### src/rtl/ac97_link_pkg.sv
// Package: types shared by the frame link modules.
// Assumes: the programmed line settings arrive as static configuration bits.
package ac97_link_pkg;

    // Programmed general-purpose line settings that the mode enable overrides.
    typedef struct packed {
        logic fs_active_low;  // sync polarity, 1 = active low
        logic fs_one_bit;     // sync length, 1 = single bit period
        logic edge_swap;      // 1 = transmit on fall, receive on rise
    } line_cfg_t;

endpackage

### src/rtl/ac97_cfg_override.sv
// Module: resolves the line settings that are in force.
// While the mode enable is high, all fields are forced to their fixed values
// (zero). Otherwise the programmed values pass through. The programmed values
// are never changed here.
module ac97_cfg_override
    import ac97_link_pkg::*;
(
    input  logic      en,
    input  line_cfg_t prog,
    output line_cfg_t eff
);

    // Select the forced conventions while the mode is enabled.
    always_comb begin
        if (en) begin
            eff = '0;
        end else begin
            eff = prog;
        end
    end

endmodule

### src/rtl/ac97_tx_framer.sv
// Module: transmit framer. It owns the frame bit counter, loads the parallel
// frame at each frame start, shifts it out MSB first and drives frame sync.
// Assumes: the rise and fall strobes never coincide. The link is idle while
// en is low.
module ac97_tx_framer
    import ac97_link_pkg::*;
#(
    parameter int TAG_W   = 16,
    parameter int FRAME_W = 256,
    localparam int CNT_W  = $clog2(FRAME_W)
) (
    input  logic               clk,
    input  logic               rst_n,
    input  logic               en,
    input  logic               bclk_rise,
    input  logic               bclk_fall,
    input  line_cfg_t          eff,
    input  logic [FRAME_W-1:0] frame_in,
    output logic               sdo,
    output logic               fs_pin,
    output logic               running,
    output logic [CNT_W-1:0]   bit_idx
);

    logic [FRAME_W-1:0] shreg;
    logic               fs_act;
    logic               tx_stb;
    logic               last_bit;

    // Pick the launching strobe from the settings in force.
    always_comb begin
        tx_stb   = eff.edge_swap ? bclk_fall : bclk_rise;
        last_bit = (bit_idx == CNT_W'(FRAME_W - 1));
    end

    // Bit counter, shifter and sync generation.
    always_ff @(posedge clk) begin
        if (!rst_n || !en) begin
            running <= 1'b0;
            bit_idx <= '0;
            shreg   <= '0;
            sdo     <= 1'b0;
            fs_act  <= 1'b0;
        end else if (tx_stb) begin
            if (!running || last_bit) begin
                running <= 1'b1;
                bit_idx <= '0;
                sdo     <= frame_in[FRAME_W-1];
                shreg   <= frame_in << 1;
                fs_act  <= 1'b1;
            end else begin
                bit_idx <= bit_idx + 1'b1;
                sdo     <= shreg[FRAME_W-1];
                shreg   <= shreg << 1;
                fs_act  <= eff.fs_one_bit ? 1'b0 : (bit_idx < CNT_W'(TAG_W - 1));
            end
        end
    end

    // Apply the polarity in force to the sync pin.
    always_comb fs_pin = fs_act ^ eff.fs_active_low;

    // Sync falls after the last tag bit.
    assert_fs_word_R4: assert property (@(posedge clk) disable iff (!rst_n)
        en && running && tx_stb && !eff.fs_one_bit && bit_idx == CNT_W'(TAG_W - 1)
        |=> !fs_act);

    // Counter wraps into a new frame with sync raised.
    assert_wrap_R5: assert property (@(posedge clk) disable iff (!rst_n)
        en && running && tx_stb && last_bit |=> running && bit_idx == '0 && fs_act);

    // Data holds between launching strobes.
    assert_hold_R3: assert property (@(posedge clk) disable iff (!rst_n)
        en && running && !tx_stb |=> $stable(sdo));

    // Disabled link is quiet.
    assert_idle_R9: assert property (@(posedge clk) disable iff (!rst_n)
        !en |=> !running && !sdo && !fs_act);

    // Sync is active high while the mode is on.
    assert_fs_polarity_R8: assert property (@(posedge clk) disable iff (!rst_n)
        en && !fs_act |-> !fs_pin);

endmodule

### src/rtl/ac97_rx_deframer.sv
// Module: receive deframer. It shifts sdi in MSB first, aligned to the
// framer's bit counter, and captures the whole frame with a one-cycle strobe
// after the final bit. Assumes: bit_idx and running come from the framer.
module ac97_rx_deframer #(
    parameter int FRAME_W = 256,
    localparam int CNT_W  = $clog2(FRAME_W)
) (
    input  logic               clk,
    input  logic               rst_n,
    input  logic               en,
    input  logic               rx_stb,
    input  logic               running,
    input  logic [CNT_W-1:0]   bit_idx,
    input  logic               sdi,
    output logic [FRAME_W-1:0] rx_frame,
    output logic               rx_valid
);

    logic [FRAME_W-1:0] sh;
    logic               take;

    // A sample is taken only inside a running frame.
    always_comb take = en && running && rx_stb;

    // Shift in received bits and latch a completed frame.
    always_ff @(posedge clk) begin
        if (!rst_n) begin
            sh       <= '0;
            rx_frame <= '0;
            rx_valid <= 1'b0;
        end else begin
            rx_valid <= 1'b0;
            if (take) begin
                sh <= {sh[FRAME_W-2:0], sdi};
                if (bit_idx == CNT_W'(FRAME_W - 1)) begin
                    rx_frame <= {sh[FRAME_W-2:0], sdi};
                    rx_valid <= 1'b1;
                end
            end
        end
    end

    // Strobe lasts one cycle.
    assert_valid_pulse_R7: assert property (@(posedge clk) disable iff (!rst_n)
        rx_valid |=> !rx_valid);

    // Strobe follows an enabled sample.
    assert_valid_source_R7: assert property (@(posedge clk) disable iff (!rst_n)
        rx_valid |-> $past(en && rx_stb && running));

    // Captured frame holds between strobes.
    assert_frame_hold_R7: assert property (@(posedge clk) disable iff (!rst_n)
        !rx_valid && !take |=> $stable(rx_frame));

endmodule

### src/rtl/ac97_link.sv
// Module: top of the serial frame link. It packs the tag and slots into one
// frame vector, resolves the line settings, and connects the framer and the
// deframer. Assumes: strobes come from an external bit-clock generator.
module ac97_link
    import ac97_link_pkg::*;
#(
    parameter int TAG_W     = 16,
    parameter int SLOT_W    = 20,
    parameter int NUM_SLOTS = 12,
    localparam int SLOT_BITS = SLOT_W * NUM_SLOTS,
    localparam int FRAME_W   = TAG_W + SLOT_BITS,
    localparam int CNT_W     = $clog2(FRAME_W)
) (
    input  logic                 clk,
    input  logic                 rst_n,
    input  logic                 link_en,
    input  logic                 bclk_rise,
    input  logic                 bclk_fall,
    input  logic                 cfg_fs_active_low,
    input  logic                 cfg_fs_one_bit,
    input  logic                 cfg_edge_swap,
    input  logic [TAG_W-1:0]     tx_tag,
    input  logic [SLOT_BITS-1:0] tx_slots,
    output logic                 sdo,
    output logic                 fs_out,
    input  logic                 sdi,
    output logic [TAG_W-1:0]     rx_tag,
    output logic [SLOT_BITS-1:0] rx_slots,
    output logic                 rx_valid
);

    line_cfg_t          prog_cfg;
    line_cfg_t          eff_cfg;
    logic [FRAME_W-1:0] tx_frame;
    logic [FRAME_W-1:0] rx_frame;
    logic               running;
    logic [CNT_W-1:0]   bit_idx;
    logic               rx_stb;

    // Gather the programmed fields and the outgoing frame.
    always_comb begin
        prog_cfg.fs_active_low = cfg_fs_active_low;
        prog_cfg.fs_one_bit    = cfg_fs_one_bit;
        prog_cfg.edge_swap     = cfg_edge_swap;
        tx_frame               = {tx_tag, tx_slots};
        rx_stb                 = eff_cfg.edge_swap ? bclk_rise : bclk_fall;
    end

    ac97_cfg_override u_override (
        .en   (link_en),
        .prog (prog_cfg),
        .eff  (eff_cfg)
    );

    ac97_tx_framer #(
        .TAG_W   (TAG_W),
        .FRAME_W (FRAME_W)
    ) u_tx (
        .clk       (clk),
        .rst_n     (rst_n),
        .en        (link_en),
        .bclk_rise (bclk_rise),
        .bclk_fall (bclk_fall),
        .eff       (eff_cfg),
        .frame_in  (tx_frame),
        .sdo       (sdo),
        .fs_pin    (fs_out),
        .running   (running),
        .bit_idx   (bit_idx)
    );

    ac97_rx_deframer #(
        .FRAME_W (FRAME_W)
    ) u_rx (
        .clk      (clk),
        .rst_n    (rst_n),
        .en       (link_en),
        .rx_stb   (rx_stb),
        .running  (running),
        .bit_idx  (bit_idx),
        .sdi      (sdi),
        .rx_frame (rx_frame),
        .rx_valid (rx_valid)
    );

    // Split the captured frame into tag and slots.
    always_comb begin
        rx_tag   = rx_frame[FRAME_W-1 -: TAG_W];
        rx_slots = rx_frame[SLOT_BITS-1:0];
    end

    // Disabled link shows the programmed inactive sync level.
    assert_idle_level_R9: assert property (@(posedge clk) disable iff (!rst_n)
        !link_en |=> (!link_en -> fs_out == cfg_fs_active_low));

endmodule

### config.mk
export PLATFORM = sky130hd
export DESIGN_NAME = ac97_link
export DESIGN_NICKNAME = d
export VERILOG_FILES = /design/src/rtl/ac97_link_pkg.sv /design/src/rtl/ac97_cfg_override.sv /design/src/rtl/ac97_tx_framer.sv /design/src/rtl/ac97_rx_deframer.sv /design/src/rtl/ac97_link.sv
export SDC_FILE = /design/constraint.sdc
export NUM_CORES = 2
export LEC_CHECK = 0
export BUFFER_PORTS_ARGS = -buffer_cell sky130_fd_sc_hd__clkbuf_2
export CORE_MARGIN = 1.5
export CORE_UTILIZATION = 40
export DETAILED_ROUTE_END_ITERATION = 12
export GPL_ROUTABILITY_DRIVEN = 0
export SETUP_SLACK_MARGIN = 0.05
export SYNTH_ARGS = -nofsm -noshare
export SYNTH_HDL_FRONTEND = slang
export SYNTH_SLANG_ARGS = --single-unit
### constraint.sdc
create_clock -name clk -period 2.5 [get_ports clk]
set_input_delay 0 -clock clk [delete_from_list [all_inputs] [get_ports clk]]
set_output_delay 0 -clock clk [all_outputs]
set_load 0.02 [all_outputs]
[Word level (Yosys, flattened, before mapping)]
Cells that the tools add are included.
Cells by class
  reductions and logical operators: 10
  order comparisons: 1
  add/sub/neg operators: 1
  equality and inequality tests: 1
  bitwise logic cells: 1
  muxes and demuxes: 9
Operator list (count)
  two-way mux 256 bit: 1
  adder 8 x 1 -> 8 bit, second input constant: 1
  equality test 8 bit, second input constant: 1
  less-than comparator 8 x 4 -> 1 bit, second input constant: 1
  two-way mux 8 bit: 1
  two-way mux 1 bit: 6
  AND reduction 2 bit: 3
  logical NOT 1 bit: 3
  two-way mux 3 bit: 1
  logical AND 1 bit: 2
  logical OR 1 bit: 2
  bitwise XOR 1 bit: 1
Storage, ports and cells
  word-level logic and storage cells: 31
  register bits: 779
  output and inout port bits: 259

[Depth between registers and ports, before layout]
  word-level depth: 4
  depth in mapped cells: 8

[By module]
From an unflattened synthesis, not the netlist that was laid out.
Second synthesis, totals
  cells, all modules: 3703
  area total of the unflattened synthesis: 30981.0 µm²
Modules (own cells, without submodules)
  ac97_rx_deframer: cells each 2222, instances 1, area an instance 19520.0 µm²
  ac97_tx_framer: cells each 1477, instances 1, area an instance 11427.2 µm²
  ac97_cfg_override: cells each 3, instances 1, area an instance 18.8 µm²
  ac97_link: cells each 1, instances 1, area an instance 15.0 µm²

[Worst setup path before layout]
Ideal clock, no wire load.
  path kind: reg-to-reg
  start: register u_tx.bit_idx[0]
  end: register u_rx.rx_frame[215]
  cell stages (with the launch flop): 9
  required time: 2384 ps
  path buffers: 3
  slack: 758 ps
  arrival: 1626 ps
  cells stage by stage: dfxtp_1 > ha_1 > nand4_2 > or3_1 > buf_2 > buf_6 > buf_2 > nand2_1 > a21boi_1
On the way
  cells in the longest elaborated chain, start to end: 2
RTL lines
  start, declared: line ac97_tx_framer.sv:22  | output logic [CNT_W-1:0] bit_idx
  start signal, assigned: line ac97_tx_framer.sv:52  | bit_idx <= bit_idx + 1'b1;
  equality test 8 bit: line ac97_rx_deframer.sv:35  | if (bit_idx == CNT_W'(FRAME_W - 1)) begin
  AND reduction 2 bit (no source line)
  end signal, assigned: line ac97_rx_deframer.sv:36  | rx_frame <= {sh[FRAME_W-2:0], sdi};
  end, declared: line ac97_rx_deframer.sv:15  | output logic [FRAME_W-1:0] rx_frame,
Every way passes these cells.
A chain may end at the register's enable or synchronous reset.

[Worst setup path in the final report]
  start: register u_tx.bit_idx[0]
  end: register u_tx.shreg[1]
On the way
  cells in the longest elaborated chain, start to end: 3
RTL lines
  equality test 8 bit: line ac97_tx_framer.sv:33  | last_bit = (bit_idx == CNT_W'(FRAME_W - 1));
  logical OR 1 bit: line ac97_tx_framer.sv:45  | if (!running || last_bit) begin
  two-way mux 256 bit: line ac97_tx_framer.sv:45
  end signal, assigned: line ac97_tx_framer.sv:49  | shreg <= frame_in << 1;
  end signal, assigned: line ac97_tx_framer.sv:54  | shreg <= shreg << 1;
  end, declared: line ac97_tx_framer.sv:25  | logic [FRAME_W-1:0] shreg;
Every way passes these cells.

==> results_tabular.tex <==
\begin{tabular}{lr}
\hline
Metric & Value \\
\hline
\multicolumn{2}{l}{\textbf{CTS}} \\
\quad Maximum clock insertion buffer count & 3 \\
\quad Latest clock arrival within the worst-skew pair & 0.64 ns \\
\quad Post-cts hold buffer count & 263 \\
\quad Setup Buffers After CTS & 0 \\
\quad Cell at the root of the clock tree & sky130\_fd\_sc\_hd\_\_clkbuf\_16 \\
\quad Number of clock sinks & 778 \\
\quad Deepest level of the CTS H-tree & 3 \\
\quad Number of clock buffers inserted by TritonCTS & 84 \\
\quad Clock slew at the register clock pins of the worst setup and hold paths & 0.06 ns \\
\quad Cells resized by post-CTS repair & 0 \\
\quad TritonCTS clock tree & built \\
\multicolumn{2}{l}{\textbf{Timing}} \\
\quad Share of the cycle needed by the critical path after routing & 91.4\% \\
\quad Worst clock skew & 0.0317 ns \\
\quad Setup-failing EPs final & 0 \\
\quad Post-layout min period & 2.28 ns \\
\quad Unrepaired setup endpoints after global routing & no \\
\quad Count of final max-slew check failures & 0 \\
\quad Maximum operating frequency & 438 MHz \\
\quad Final count of hold timing violations & 0 \\
\quad Max-slew headroom & 27.3\% \\
\quad Actual slew at the worst max-slew pin & 1.09 ns \\
\quad Setup TNS & 0 ns \\
\multicolumn{2}{l}{\textbf{Placed design}} \\
\quad Placed instance count & 4,930 \\
\quad Post-DP HPWL & 50,200 um \\
\quad Count of input and output buffers & 523 \\
\quad Placement-stage cell area & 33,000 um\^{}2 \\
\multicolumn{2}{l}{\textbf{Global routing}} \\
\quad Pin count of the biggest net entering global routing & 253 \\
\quad Global-route wire length before repair & 137,000 um \\
\quad Vias in the first global route & 26,000 \\
\quad Number of antenna violations at the first check in global routing & 21 \\
\quad Total Routing Usage GR & 21.5\% \\
\quad Global-route congestion overflow total & 0 \\
\multicolumn{2}{l}{\textbf{Synth}} \\
\quad Number of enable flip-flop cells after synthesis & 0 \\
\quad Post-synth design cell area & 29,900 um\^{}2 \\
\quad Share of synthesized flip-flops with an asynchronous set or reset & 0\% \\
\quad Leading post-synthesis cells by instance count & sky130\_fd\_sc\_hd\_\_nand2\_1 (1,540), sky130\_fd\_sc\_hd\_\_dfxtp\_1 (778), sky130\_fd\_sc\_hd\_\_a21boi\_1 (266) \\
\quad Yosys top cell area share & 52.0\% \\
\quad Library cell with the highest instance count after synthesis & sky130\_fd\_sc\_hd\_\_nand2\_1 \\
\quad Sequential-to-total area share from yosys stat & 52.0\% \\
\quad Number of distinct library cells after synthesis & 41 \\
\quad Synthesized net count & 3,979 \\
\quad Yosys warning count & 0 \\
\quad Flip-flop and latch count after synthesis & 778 \\
\quad Prevailing post-synth register cell & sky130\_fd\_sc\_hd\_\_dfxtp\_1 \\
\quad Top area cells in the synthesized netlist & sky130\_fd\_sc\_hd\_\_dfxtp\_1 (52\%), sky130\_fd\_sc\_hd\_\_nand2\_1 (19\%), sky130\_fd\_sc\_hd\_\_a21boi\_1 (6.7\%), sky130\_fd\_sc\_hd\_\_a21boi\_0 (6.1\%), sky130\_fd\_sc\_hd\_\_a31oi\_1 (5.4\%) \\
\quad Mapped Avg Cell Area & 8.06 um\^{}2 \\
\quad Post-Synthesis Cells & 3,713 \\
\quad Post-synthesis cell type with the largest combined area & sky130\_fd\_sc\_hd\_\_dfxtp\_1 \\
\multicolumn{2}{l}{\textbf{Worst hold path}} \\
\quad Number of instances on the worst hold path & 6 \\
\quad Type of the worst min-delay path & input port to register \\
\multicolumn{2}{l}{\textbf{Critical path}} \\
\quad Critical path peak fanout & 5 \\
\quad CP cell instances & ha\_1 > nand4\_2 > o21ai\_4 > buf\_4 > nand3\_1 > a21oi\_1 > dlygate4sd3\_1 \\
\quad Arrival time at the worst endpoint & 2.84 ns \\
\quad Critical path's largest stage delay & 0.56 ns \\
\quad CP max stage cell & sky130\_fd\_sc\_hd\_\_dlygate4sd3\_1 \\
\quad Depth of the worst register-to-register path & 7 \\
\quad Critical path startpoint category & register \\
\quad Type of the setup path with the least slack & register to register \\
\quad Data required time of the worst path & 3.05 ns \\
\quad Worst Setup End Kind & register \\
\multicolumn{2}{l}{\textbf{Layout}} \\
\quad Final instance area & 38,400 um\^{}2 \\
\quad Fraction of layout instances using a drive strength above 1 & 16.0\% \\
\quad Finished Layout Cells & 5,359 \\
\quad Core occupancy in the finished layout & 51.7\% \\
\quad Number of nets in the layout & 4,576 \\
\quad Layout Area Growth over Synthesis & 28.3\% \\
\multicolumn{2}{l}{\textbf{Detailed routing}} \\
\quad Violation count after the first detailed-routing iteration & 1,995 \\
\quad DRC errors left & 0 \\
\quad Average wire per cell in the routed design & 15.9 um \\
\quad Number of iterations in the first detailed-routing pass & 5 \\
\quad Vias post-DR & 27,100 \\
\quad Total detailed-routing wirelength & 85,100 um \\
\quad Antenna Nets Post-Route & 0 \\
\quad Vias/cell & 5.06 \\
\multicolumn{2}{l}{\textbf{Status}} \\
\quad Run status & complete, no violations \\
\multicolumn{2}{l}{\textbf{Power and ir drop}} \\
\quad Static leakage power & 14.5 nW \\
\quad Power density relative to cell area & 697 nW/um\^{}2 \\
\quad Overall power & 26.8 mW \\
\quad Largest vdd supply drop & 0.469 mV \\
\multicolumn{2}{l}{\textbf{Floorplan}} \\
\quad Count of pins on the block boundary & 524 \\
\quad Die width & 277 um \\
\quad Row count & 100 \\
\quad Die Span Y & 277 um \\
\quad Starting Density & 40.3\% \\
\quad Overall die area & 76,500 um\^{}2 \\
\quad Area of the placeable core & 74,300 um\^{}2 \\
\multicolumn{2}{l}{\textbf{Job}} \\
\quad Max cap viols & 0 \\
\hline
\end{tabular}
==> critical path: cells and delay by family (launching register included) <==
family | cells | cell delay [ns]
compound gates | 2 | 0.50
simple gates | 2 | 0.34
flops | 1 | 0.37
fa+ha+maj | 1 | 0.25
buf+inv | 2 | 0.76
==> placed cells by master, fill, tap and decap left out, drive strengths merged, types with 2 or more instances in the layout <==
master       synthesis  routed
a21boi             511     511
a21oi                6       6
a31oi              257     257
and2                 2       2
buf                136      43
bufinv               0       4
clkbuf             181     644
clkinv               0      13
clkinvlp             0       3
dfxtp              778     778
diode                0      20
dlygate4sd3          0     263
inv                  1       5
nand2             1540    1540
nand2b               3       3
nand3               11      11
nand4                2       2
nand4b               2       2
nor2                 3       3
nor3                 2       2
nor4                 2       2
o21ai              259     259
or3                  3       3
==> routing by layer <==
| layer | share of wire (%) | GRT usage (%) |
|---|---|---|
| met5 | 0.025 | 0 |
| met1 | 43 | 27.0 |
| met2 | 46 | 34.5 |
| met3 | 5.3 | 4.61 |
| met4 | 5.2 | 11.6 |
==> path summary, 6_finish.rpt <==
check,start,endpoint,slack [ns]
min reg2reg,u_rx.sh[251]$_SDFFE_PN0P_,u_rx.rx_frame[252]$_SDFFE_PN0P_,0.45
max reg2reg,u_tx.bit_idx[0]$_SDFFE_PP0P_,u_tx.shreg[1]$_SDFFE_PP0P_,0.22
max,u_tx.bit_idx[0]$_SDFFE_PP0P_,u_tx.shreg[1]$_SDFFE_PP0P_,0.22
min,cfg_edge_swap,u_tx.bit_idx[1]$_SDFFE_PP0P_,0.09
==> through the flow <==
stage / setup WS (ns) / hold WS (ns)
after floorplan: 0.758 / 0.135
after global placement: 0.439 / 0.246
after detailed placement: 0.372 / 0.252
after CTS: 0.212 / 0.0494
after global routing: 0.0540 / 0.111
final: 0.215 / 0.0889
==> state kept, by name, indices dropped and copies added (netlist names) <==
name           flops
u_rx.rx_frame    256
u_rx.rx_valid      1
u_rx.sh          255
u_tx.bit_idx       8
u_tx.fs_act        1
u_tx.running       1
u_tx.sdo           1
u_tx.shreg       255
==> cells by family after synthesis <==
logic type               Yosys count  share of synthesized area, %
buffers and inverters            318                          5.04
AO/OA/AOI/OAI                   1039                          22.8
multiplexers                       2                        0.0836
flip-flops                       778                          52.0
XOR/XNOR                           1                        0.0293
AND/OR/NAND/NOR                 1574                          20.0
adder cells (fa/ha/maj)            1                        0.0418
==> layout make-up <==
class / instances / area, um^2
clock buffers: 122 / 2390
clock inverters: 24 / 338
repair buffers: 828 / 5930
multi-input cells: 2617 / 12900
well taps: 969 / 1210
flip-flops and latches: 778 / 15600
diodes: 20 / 50.0
inverters: 1 / 3.75
fillers: 7024 / 35900
==> power by group <==
part / internal [mW] / switching, mW
registers: 12.6 / 0.104
clock network: 7.12 / 5.18
logic: 0.804 / 0.935
total: 20.5 / 6.22
No activity file was read; power rests on OpenSTA's default activity.
